==> config.mk <==
export PLATFORM = sky130hd
export DESIGN_NAME = ctrl_pwrup_seq
export DESIGN_NICKNAME = d
export VERILOG_FILES = /design/src/rtl/pwrup_seq_pkg.sv /design/src/rtl/pwrup_seq_dp.sv /design/src/rtl/pwrup_seq_ctrl.sv /design/src/rtl/ctrl_pwrup_seq.sv
export SDC_FILE = /design/constraint.sdc
export NUM_CORES = 1
export LEC_CHECK = 0
export BUFFER_PORTS_ARGS = -buffer_cell sky130_fd_sc_hd__buf_4
export CAP_MARGIN = 40
export CORE_ASPECT_RATIO = 1.1
export CORE_MARGIN = 2
export CORE_UTILIZATION = 44
export CTS_BUF_LIST = sky130_fd_sc_hd__clkbuf_8 sky130_fd_sc_hd__clkbuf_16
export DETAILED_ROUTE_END_ITERATION = 8
export PLACE_DENSITY_LB_ADDON = 0.05
export SLEW_MARGIN = 30
export SYNTH_ARGS = -nofsm -noshare
export SYNTH_HDL_FRONTEND = slang
export SYNTH_HIERARCHICAL = 1
export SYNTH_SLANG_ARGS = --single-unit
export TNS_END_PERCENT = 50
==> constraint.sdc <==
create_clock -name clk -period 3.8 [get_ports clk]
set_clock_uncertainty 0.15 [all_clocks]
set_input_delay 0.38 -clock clk [delete_from_list [all_inputs] [get_ports clk]]
set_output_delay 0.38 -clock clk [all_outputs]
set_load 0.01 [all_outputs]
==> src/rtl/pwrup_seq_pkg.sv <==
package pwrup_seq_pkg;

  typedef enum logic [3:0] {
    ST_IDLE, ST_GAP, ST_STAB, ST_EPHOLD, ST_REL,
    ST_LOCK, ST_POST, ST_READY, ST_OFFPULSE, ST_OFFWAIT
  } seqState_e;

  typedef enum logic [2:0] {
    TM_GAP, TM_STAB, TM_EPHOLD, TM_LOCK, TM_POST, TM_OFFPULSE, TM_OFFWAIT
  } timerSel_e;

  typedef struct packed {
    logic      load;
    timerSel_e sel;
    logic      tryClr;
    logic      tryInc;
  } seqStrobe_t;

  function automatic int unsigned maxU(input int unsigned a, input int unsigned b);
    return (a > b) ? a : b;
  endfunction

endpackage

==> src/rtl/pwrup_seq_dp.sv <==
module pwrup_seq_dp
  import pwrup_seq_pkg::*;
#(
  parameter int unsigned PWR_GAP_CYC   = 1000,
  parameter int unsigned STABLE_CYC    = 20000,
  parameter int unsigned EP_HOLD_CYC   = 10000,
  parameter int unsigned LOCK_GAP_CYC  = 5000,
  parameter int unsigned LOCK_TRIES    = 2000,
  parameter int unsigned POST_REL_CYC  = 20000,
  parameter int unsigned OFF_PULSE_CYC = 2,
  parameter int unsigned OFF_WAIT_CYC  = 100000
) (
  input  logic       clk,
  input  logic       rstN,
  input  seqStrobe_t strb,
  output logic       timerDone,
  output logic       lastTry
);

  localparam int unsigned MAX_A = maxU(maxU(PWR_GAP_CYC, STABLE_CYC), maxU(EP_HOLD_CYC, LOCK_GAP_CYC));
  localparam int unsigned MAX_B = maxU(maxU(POST_REL_CYC, OFF_PULSE_CYC), OFF_WAIT_CYC);
  localparam int unsigned MAX_CYC = maxU(MAX_A, MAX_B);
  localparam int unsigned TW = (MAX_CYC < 2) ? 1 : $clog2(MAX_CYC);
  localparam int unsigned RW = (LOCK_TRIES < 2) ? 1 : $clog2(LOCK_TRIES);

  logic [TW-1:0] cnt;
  logic [TW-1:0] loadVal;
  logic [RW-1:0] tryCnt;

  always_comb begin
    case (strb.sel)
      TM_GAP:      loadVal = TW'(PWR_GAP_CYC - 1);
      TM_STAB:     loadVal = TW'(STABLE_CYC - 1);
      TM_EPHOLD:   loadVal = TW'(EP_HOLD_CYC - 1);
      TM_LOCK:     loadVal = TW'(LOCK_GAP_CYC - 1);
      TM_POST:     loadVal = TW'(POST_REL_CYC - 1);
      TM_OFFPULSE: loadVal = TW'(OFF_PULSE_CYC - 1);
      TM_OFFWAIT:  loadVal = TW'(OFF_WAIT_CYC - 1);
      default:     loadVal = '0;
    endcase
  end

  always_ff @(posedge clk or negedge rstN) begin
    if (!rstN) begin
      cnt <= '0;
    end else if (strb.load) begin
      cnt <= loadVal;
    end else if (cnt != '0) begin
      cnt <= cnt - 1'b1;
    end
  end

  always_ff @(posedge clk or negedge rstN) begin
    if (!rstN) begin
      tryCnt <= '0;
    end else if (strb.tryClr) begin
      tryCnt <= '0;
    end else if (strb.tryInc) begin
      tryCnt <= tryCnt + 1'b1;
    end
  end

  assign timerDone = (cnt == '0);
  assign lastTry   = (tryCnt == RW'(LOCK_TRIES - 1));

endmodule

==> src/rtl/pwrup_seq_ctrl.sv <==
module pwrup_seq_ctrl
  import pwrup_seq_pkg::*;
(
  input  logic       clk,
  input  logic       rstN,
  input  logic       startReq,
  input  logic       offReq,
  input  logic       lockIn,
  input  logic       epActiveHigh,
  input  logic       errClear,
  input  logic       timerDone,
  input  logic       lastTry,
  output seqStrobe_t strb,
  output logic       phyPwrDown,
  output logic       refClkEn,
  output logic       clkEn,
  output logic       ctrlRst,
  output logic       epRst,
  output logic       turnOff,
  output logic       ready,
  output logic       lockErr
);

  seqState_e state, stateNext;
  logic      pendStart;
  logic      errSet;
  logic      startTaken;
  logic      epActive;

  always_comb begin
    stateNext  = state;
    strb       = '{load: 1'b0, sel: TM_GAP, tryClr: 1'b0, tryInc: 1'b0};
    errSet     = 1'b0;
    startTaken = 1'b0;
    case (state)
      ST_IDLE: begin
        if ((startReq || pendStart) && !lockErr) begin
          stateNext  = ST_GAP;
          strb.load  = 1'b1;
          strb.sel   = TM_GAP;
          startTaken = 1'b1;
        end
      end
      ST_GAP: begin
        if (timerDone) begin
          stateNext = ST_STAB;
          strb.load = 1'b1;
          strb.sel  = TM_STAB;
        end
      end
      ST_STAB: begin
        if (timerDone) begin
          stateNext = ST_EPHOLD;
          strb.load = 1'b1;
          strb.sel  = TM_EPHOLD;
        end
      end
      ST_EPHOLD: begin
        if (timerDone) stateNext = ST_REL;
      end
      ST_REL: begin
        stateNext   = ST_LOCK;
        strb.load   = 1'b1;
        strb.sel    = TM_LOCK;
        strb.tryClr = 1'b1;
      end
      ST_LOCK: begin
        if (timerDone) begin
          if (lockIn) begin
            stateNext = ST_POST;
            strb.load = 1'b1;
            strb.sel  = TM_POST;
          end else if (lastTry) begin
            stateNext = ST_IDLE;
            errSet    = 1'b1;
          end else begin
            strb.load   = 1'b1;
            strb.sel    = TM_LOCK;
            strb.tryInc = 1'b1;
          end
        end
      end
      ST_POST: begin
        if (timerDone) stateNext = ST_READY;
      end
      ST_READY: begin
        if (offReq) begin
          stateNext = ST_OFFPULSE;
          strb.load = 1'b1;
          strb.sel  = TM_OFFPULSE;
        end
      end
      ST_OFFPULSE: begin
        if (timerDone) begin
          stateNext = ST_OFFWAIT;
          strb.load = 1'b1;
          strb.sel  = TM_OFFWAIT;
        end
      end
      ST_OFFWAIT: begin
        if (timerDone) stateNext = ST_IDLE;
      end
      default: stateNext = ST_IDLE;
    endcase
  end

  always_ff @(posedge clk or negedge rstN) begin
    if (!rstN) begin
      state     <= ST_IDLE;
      pendStart <= 1'b0;
      lockErr   <= 1'b0;
    end else begin
      state <= stateNext;
      if (startTaken) begin
        pendStart <= 1'b0;
      end else if (startReq && (state == ST_OFFPULSE || state == ST_OFFWAIT)) begin
        pendStart <= 1'b1;
      end
      if (errSet) begin
        lockErr <= 1'b1;
      end else if (errClear) begin
        lockErr <= 1'b0;
      end
    end
  end

  always_comb begin
    phyPwrDown = (state == ST_IDLE);
    clkEn      = (state != ST_IDLE);
    refClkEn   = (state != ST_IDLE) && (state != ST_GAP);
    ctrlRst    = (state == ST_IDLE) || (state == ST_GAP) || (state == ST_STAB) ||
                 (state == ST_EPHOLD) || (state == ST_REL);
    epActive   = (state == ST_IDLE) || (state == ST_GAP) || (state == ST_STAB) ||
                 (state == ST_EPHOLD);
    epRst      = epActive ? epActiveHigh : ~epActiveHigh;
    turnOff    = (state == ST_OFFPULSE);
    ready      = (state == ST_READY);
  end

endmodule

==> src/rtl/ctrl_pwrup_seq.sv <==
module ctrl_pwrup_seq
  import pwrup_seq_pkg::*;
#(
  parameter int unsigned PWR_GAP_CYC   = 1000,
  parameter int unsigned STABLE_CYC    = 20000,
  parameter int unsigned EP_HOLD_CYC   = 10000,
  parameter int unsigned LOCK_GAP_CYC  = 5000,
  parameter int unsigned LOCK_TRIES    = 2000,
  parameter int unsigned POST_REL_CYC  = 20000,
  parameter int unsigned OFF_PULSE_CYC = 2,
  parameter int unsigned OFF_WAIT_CYC  = 100000
) (
  input  logic clk,
  input  logic rstN,
  input  logic startReq,
  input  logic offReq,
  input  logic lockIn,
  input  logic epActiveHigh,
  input  logic errClear,
  output logic phyPwrDown,
  output logic refClkEn,
  output logic clkEn,
  output logic ctrlRst,
  output logic epRst,
  output logic turnOff,
  output logic ready,
  output logic lockErr
);

  seqStrobe_t strb;
  logic       timerDone;
  logic       lastTry;

  pwrup_seq_ctrl u_ctrl (
    .clk(clk), .rstN(rstN), .startReq(startReq), .offReq(offReq),
    .lockIn(lockIn), .epActiveHigh(epActiveHigh), .errClear(errClear),
    .timerDone(timerDone), .lastTry(lastTry), .strb(strb),
    .phyPwrDown(phyPwrDown), .refClkEn(refClkEn), .clkEn(clkEn),
    .ctrlRst(ctrlRst), .epRst(epRst), .turnOff(turnOff), .ready(ready),
    .lockErr(lockErr)
  );

  pwrup_seq_dp #(
    .PWR_GAP_CYC(PWR_GAP_CYC), .STABLE_CYC(STABLE_CYC), .EP_HOLD_CYC(EP_HOLD_CYC),
    .LOCK_GAP_CYC(LOCK_GAP_CYC), .LOCK_TRIES(LOCK_TRIES), .POST_REL_CYC(POST_REL_CYC),
    .OFF_PULSE_CYC(OFF_PULSE_CYC), .OFF_WAIT_CYC(OFF_WAIT_CYC)
  ) u_dp (
    .clk(clk), .rstN(rstN), .strb(strb), .timerDone(timerDone), .lastTry(lastTry)
  );

endmodule

; After elaboration in Yosys (flattened, before gate mapping)
; Cells that the tools add are included.
[totals]
word_cells = 98
reg_bits = 34
in_bits = 7
out_inout_bits = 8
[classes]
add_sub_neg = 2
eq_ne = 27
n_bitwise = 1
mux = 42
n_reduce_logical = 21
[ops]
columns = operator, n
row1 = $pmux 17 s6, 1
row2 = $mux 4, 19
row3 = $pmux 4 s10, 1
row4 = $mux 17, 2
row5 = $pmux 4 s7, 1
row6 = $mux 11, 2
row7 = $logic_not 17->1, 1
row8 = $reduce_bool 17->1, 1
row9 = $sub 17x1->17 const B, 1
row10 = $eq 4x3->1 const B, 4
row11 = $mux 1, 16
row12 = $ne 2x2->1 const B, 7
row13 = $add 11x1->11 const B, 1
row14 = $eq 11x11->1 const B, 1
row15 = $reduce_and 10->1, 1
row16 = $eq 3x3->1 const B, 3
row17 = $eq 4x2->1 const B, 2
row18 = $eq 4x4->1 const B, 2
row19 = $reduce_bool 2->1, 4
row20 = $eq 3x2->1 const B, 2
row21 = $logic_or 1x1->1, 6
row22 = $eq 4x1->1 const B, 1
row23 = $logic_not 4->1, 1
row24 = $ne 2x1->1 const B, 2
row25 = other kinds (9), 11

; Depth between registers and ports, before layout
[depth]
depth_word = 9
depth_mapped = 13
ltp_nobuf = 12

; By module
; Netlist, hierarchy kept.
[by_module_without_submodules]
columns = module, cells_each, seq_area_each_um2, area_each_um2, instances
row1 = pwrup_seq_dp, 171, 700.7, 1637.8, 1
row2 = pwrup_seq_ctrl, 75, 150.1, 570.5, 1

; Least setup slack after synthesis
; OpenSTA, ideal clock, no wires.
[synth_path]
kind = reg-to-reg
from = register u_dp.cnt[0]
to = register u_dp.cnt[13]
path_stages_with_launch = 12
arrival_time_ns = 2.815
setup_time_ns = 0.088
required_ns = 3.562
setup_slack_ns = 0.746
synth_period_minus_slack_ns = 3.054
cell_sequence = dfrtp_1 > inv_1 > ha_1 > nor3b_4 > nand3_4 > nor2_1 > nor2b_1 > a22oi_1 > o21ai_0 > inv_1 > or3_1 > o22ai_1
[synth_rtl]
columns = item, line
row1 = start: declaration, pwrup_seq_dp.sv:26  ; logic [TW-1:0] cnt;
row2 = start signal: assignment, pwrup_seq_dp.sv:47  ; cnt <= loadVal;
row3 = start signal: assignment, pwrup_seq_dp.sv:49  ; cnt <= cnt - 1'b1;

==> metrics.md <==
| Metric | Value |
|---|---|
| Status | completed |
| Clk sinks | 34 |
| R2R Setup Slk | 0.58 ns |
| Core area | 4930 um^2 |
| Latest clock arrival within the worst-skew pair | 0.28 ns |
| Antenna viol nets, final | 0 |
| Worst-margin pin slew | about 0.54 ns |
| P per Cell Area | 613 nW/um^2 |
| Pint | 0.000887 W |
| Nets@finish | roughly 270 |
| Post-Syn Area | around 2200 um^2 |
| Hold Crit Class | in2reg |
| Syn Inst Count | 246 |
| Avg WL per Cell | 14.9 um |
| Synthesized net count | 255 |
| Highest routed layer | met4 |
| Comb power frac | 40.1% |
| Sw Share | 41.7% |
| RePlAce Congestion | 0.757 |
| Worst vdd ir | 234 uV |
| Unrepaired setup endpoints after global routing | false |
| Initial Util | 44.8% |
| R2r startpoint | u_dp/cnt[0] |
| Max-cap violations | 0 |
| Via/cell ratio | 5.62 |
| Avg Synthesized Cell Area | 8.98 um^2 |
| CP Capture Point | u_dp/cnt[13] |
| Detailed Routing Iterations Pass 1 | 4 |
| Global Route Usage Sum | 18.5% |
| Tmin final | between 3 and 4 ns |
| Yosys reg bits | 34 |
| Final Instance Area | between 2000 and 2500 um^2 |
| GRT overflow | 0 |
| Initial antenna violation count | 0 |
| Met1 wire length | 2240 um |
| Main flop type after synthesis | dfrtp_1 |
| Vias in the first global route | 1713 |
| Clk pwr share | roughly 18% |
| Final hold violation count | 0 |
| Row Count | 27 |
| DP Area | around 2400 um^2 |
| Top cells by area, synth | dfrtp_1 39%, xor2_1 5.9%, nor2_1 4.2%, xnor2_1 3.6%, nand2_1 3.4% |
| Worst endpoint required time | 3.84 ns |
| Hold Slack | 0.131 ns |
| Count leader, synth | dfrtp_1 |
| Lkg Pwr | roughly 1 nW |
| WP data arrival | between 3 and 4 ns |
| I/O pin count | 15 |
| Final WL | a little under 5000 um |
| Commonest cells in the netlist | 34 x dfrtp_1, 25 x nor2_1, 20 x nand2_1, 15 x xor2_1, 13 x a21oi_1 |
| Number of port buffers | 14 |
| Drc violations | 0 |
| Cells after DPL | 312 |
| Die width | around 72 um |
| DR iter-0 viols | 100 |
| Seq pwr share | approximately 42% |
| Worst-path maximum fanout | 10 |
| Fillers | approximately 500 |
| Post-DP HPWL | 3400 um |
| Footprint of the multi-input gates | around 1300 um^2 |
| Critical path type | reg2reg |
| Cell count of the worst reg-to-reg path | 12 |
| Library cells used by synthesis | 53 |
| Post-CTS Setup Bufs | 0 |
| Highest Clock Rate | 0.310 GHz |
| Vias | 1809 |
| Sequential area share after synthesis | 38.5% |
| Clock Tree Root | clkbuf_8 |
| Htree depth | 2 |
| Storage cell area | between 800 and 900 um^2 |
| Cell taking the most area after synthesis | dfrtp_1 |
| First-pass GRT wire length | 8180 um |
| Area grow syn2layout | 12.2% |
| Clock Path Buffers | 2 |
| Final Cycle Share | between 80% and 90% |
| Synth top area share | 38.5% |
| Finished Core Util | 50.2% |
| Die height | slightly below 80 um |
| Largest net degree at the start of global routing | 35 |
| Setup TNS | 0 ns |
| Worst-path clk slew | about 0.07 ns |
| Reg2reg end | u_dp/cnt[13] |
| Metal3 WL | 144 um |
| Warnings from Yosys | 6 |
| Final setup viols | 0 |
| Post-synth EDFFs | 0 |
| Die area | around 5600 um^2 |
| Switching pwr | 0.000633 W |
| CTS tree | built |
| Crit path from | u_dp/cnt[0] |
| Slew Limit Fails | 0 |
| Total CTS buffers | 5 |
| Post-route insts no fill | 322 |
| Async SR Flop Fraction | 100% |
| Met2 Wirelength | 2350 um |
| Share of layout cells above drive strength 1 | ~16% |
| Diode count | 0 |
| Setup crit end kind | register |
| Relative max-transition margin | approximately 64% |
| Crit path launch type | register |
==> cell families (layout without fill, tap and decap cells) <==
kind of cell	count (synthesis)	in the layout	synth area share, %
AOI/OAI and AO/OA	56	56	16.6
xor gates and xnor gates	24	24	9.52
adders and majority gates	2	2	1.13
buffers and inverters	25	43	4.76
DFF	34	34	38.5
muxes	5	5	2.49
and+or+nand+nor	100	100	27.0
==> critical path, stage by stage, from the launching register on <==
cell and delay [ns]:
dfrtp_1 0.43, inv_1 0.10, ha_1 0.18, nor3b_4 0.42
nand3_4 0.20, nor2_1 0.16, buf_4 0.18, nor2b_1 0.18
a22oi_1 0.10, o21ai_1 0.35, inv_1 0.16, or3_1 0.38
o22ai_1 0.14
==> registers in the layout, indices dropped and copies added (netlist names) <==
register and count:
u_ctrl/lockErr 1, u_ctrl/pendStart 1, u_ctrl/state 4, u_dp/cnt 17
u_dp/tryCnt 11
==> area by class of cell <==
class                           instances  area share [%]
Clock buffer                            6            3.33
Inverter                               14            2.12
Timing Repair Buffer                   21            6.36
Sequential cell                        34            34.3
Multi-Input combinational cell        187            50.6
Tap cell                               58            2.93
Clock inverter                          2           0.354
==> per-stage QoR <==
stage / power (W) / setup WS (ns)
floorplan: 0.00110 / 0.746
global placement: 0.00126 / 0.461
detailed placement: 0.00125 / 0.411
CTS: 0.00153 / 0.384
global route: 0.00164 / 0.213
finish: 0.00152 / 0.579
==> power by group through the flow <==
stage	logic, W	registers (W)	clock network [W]
after floorplan	0.000516	0.000581	0
after global placement	0.000613	0.000644	0
after detailed placement	0.000607	0.000645	0
after CTS	0.000615	0.000638	0.000282
after global routing	0.000684	0.000656	0.000298
final	0.000609	0.000640	0.000271
==> layout by cell type, fill, tap and decap left out, types with 4 or more instances in the layout <==
cell type / netlist / final
nor2_1: 25 / 25
dfrtp_1: 34 / 34
nand2_1: 20 / 20
inv_1: 12 / 13
clkbuf_8: 0 / 6
buf_4: 0 / 19
xor2_1: 15 / 15
xnor2_1: 9 / 9
mux2i_1: 4 / 4
a21oi_1: 13 / 13
o21ai_0: 8 / 7
nor3_1: 11 / 11
nand4_1: 6 / 6
o31ai_1: 4 / 4
o21ai_1: 10 / 11
nand3_1: 8 / 8
==> worst min path at each step <==
stage / from / to / slack (ns) / depth (start not counted)
after global routing: errClear / u_ctrl/lockErr / 0.12 / 2
after floorplan: rstN / u_ctrl/lockErr / -0.07 / 0
final: errClear / u_ctrl/lockErr / 0.13 / 2
after detailed placement: rstN / u_dp/cnt[11] / 0.21 / 1
after global placement: rstN / u_dp/cnt[11] / 0.21 / 1
after CTS: errClear / u_ctrl/lockErr / 0.11 / 2
==> routing by layer <==
metal	GRT usage, %	up-vias
li1	-	915
met1	24.3	855
met2	30.8	33
met3	3.47	6
met4	5.66	0
met5	0	-
==> what timing repair did <==
| action | 4_1_cts | 5_1_grt |
|---|---|---|
| hold buffers | 1 | 0 |
| gates resized for setup | 0 | 1 |
| endpoints found under the hold margin | 34 | 0 |
| setup endpoints to repair | 0 | 1 |
Note: power is estimated with default switching activity, not from simulation.
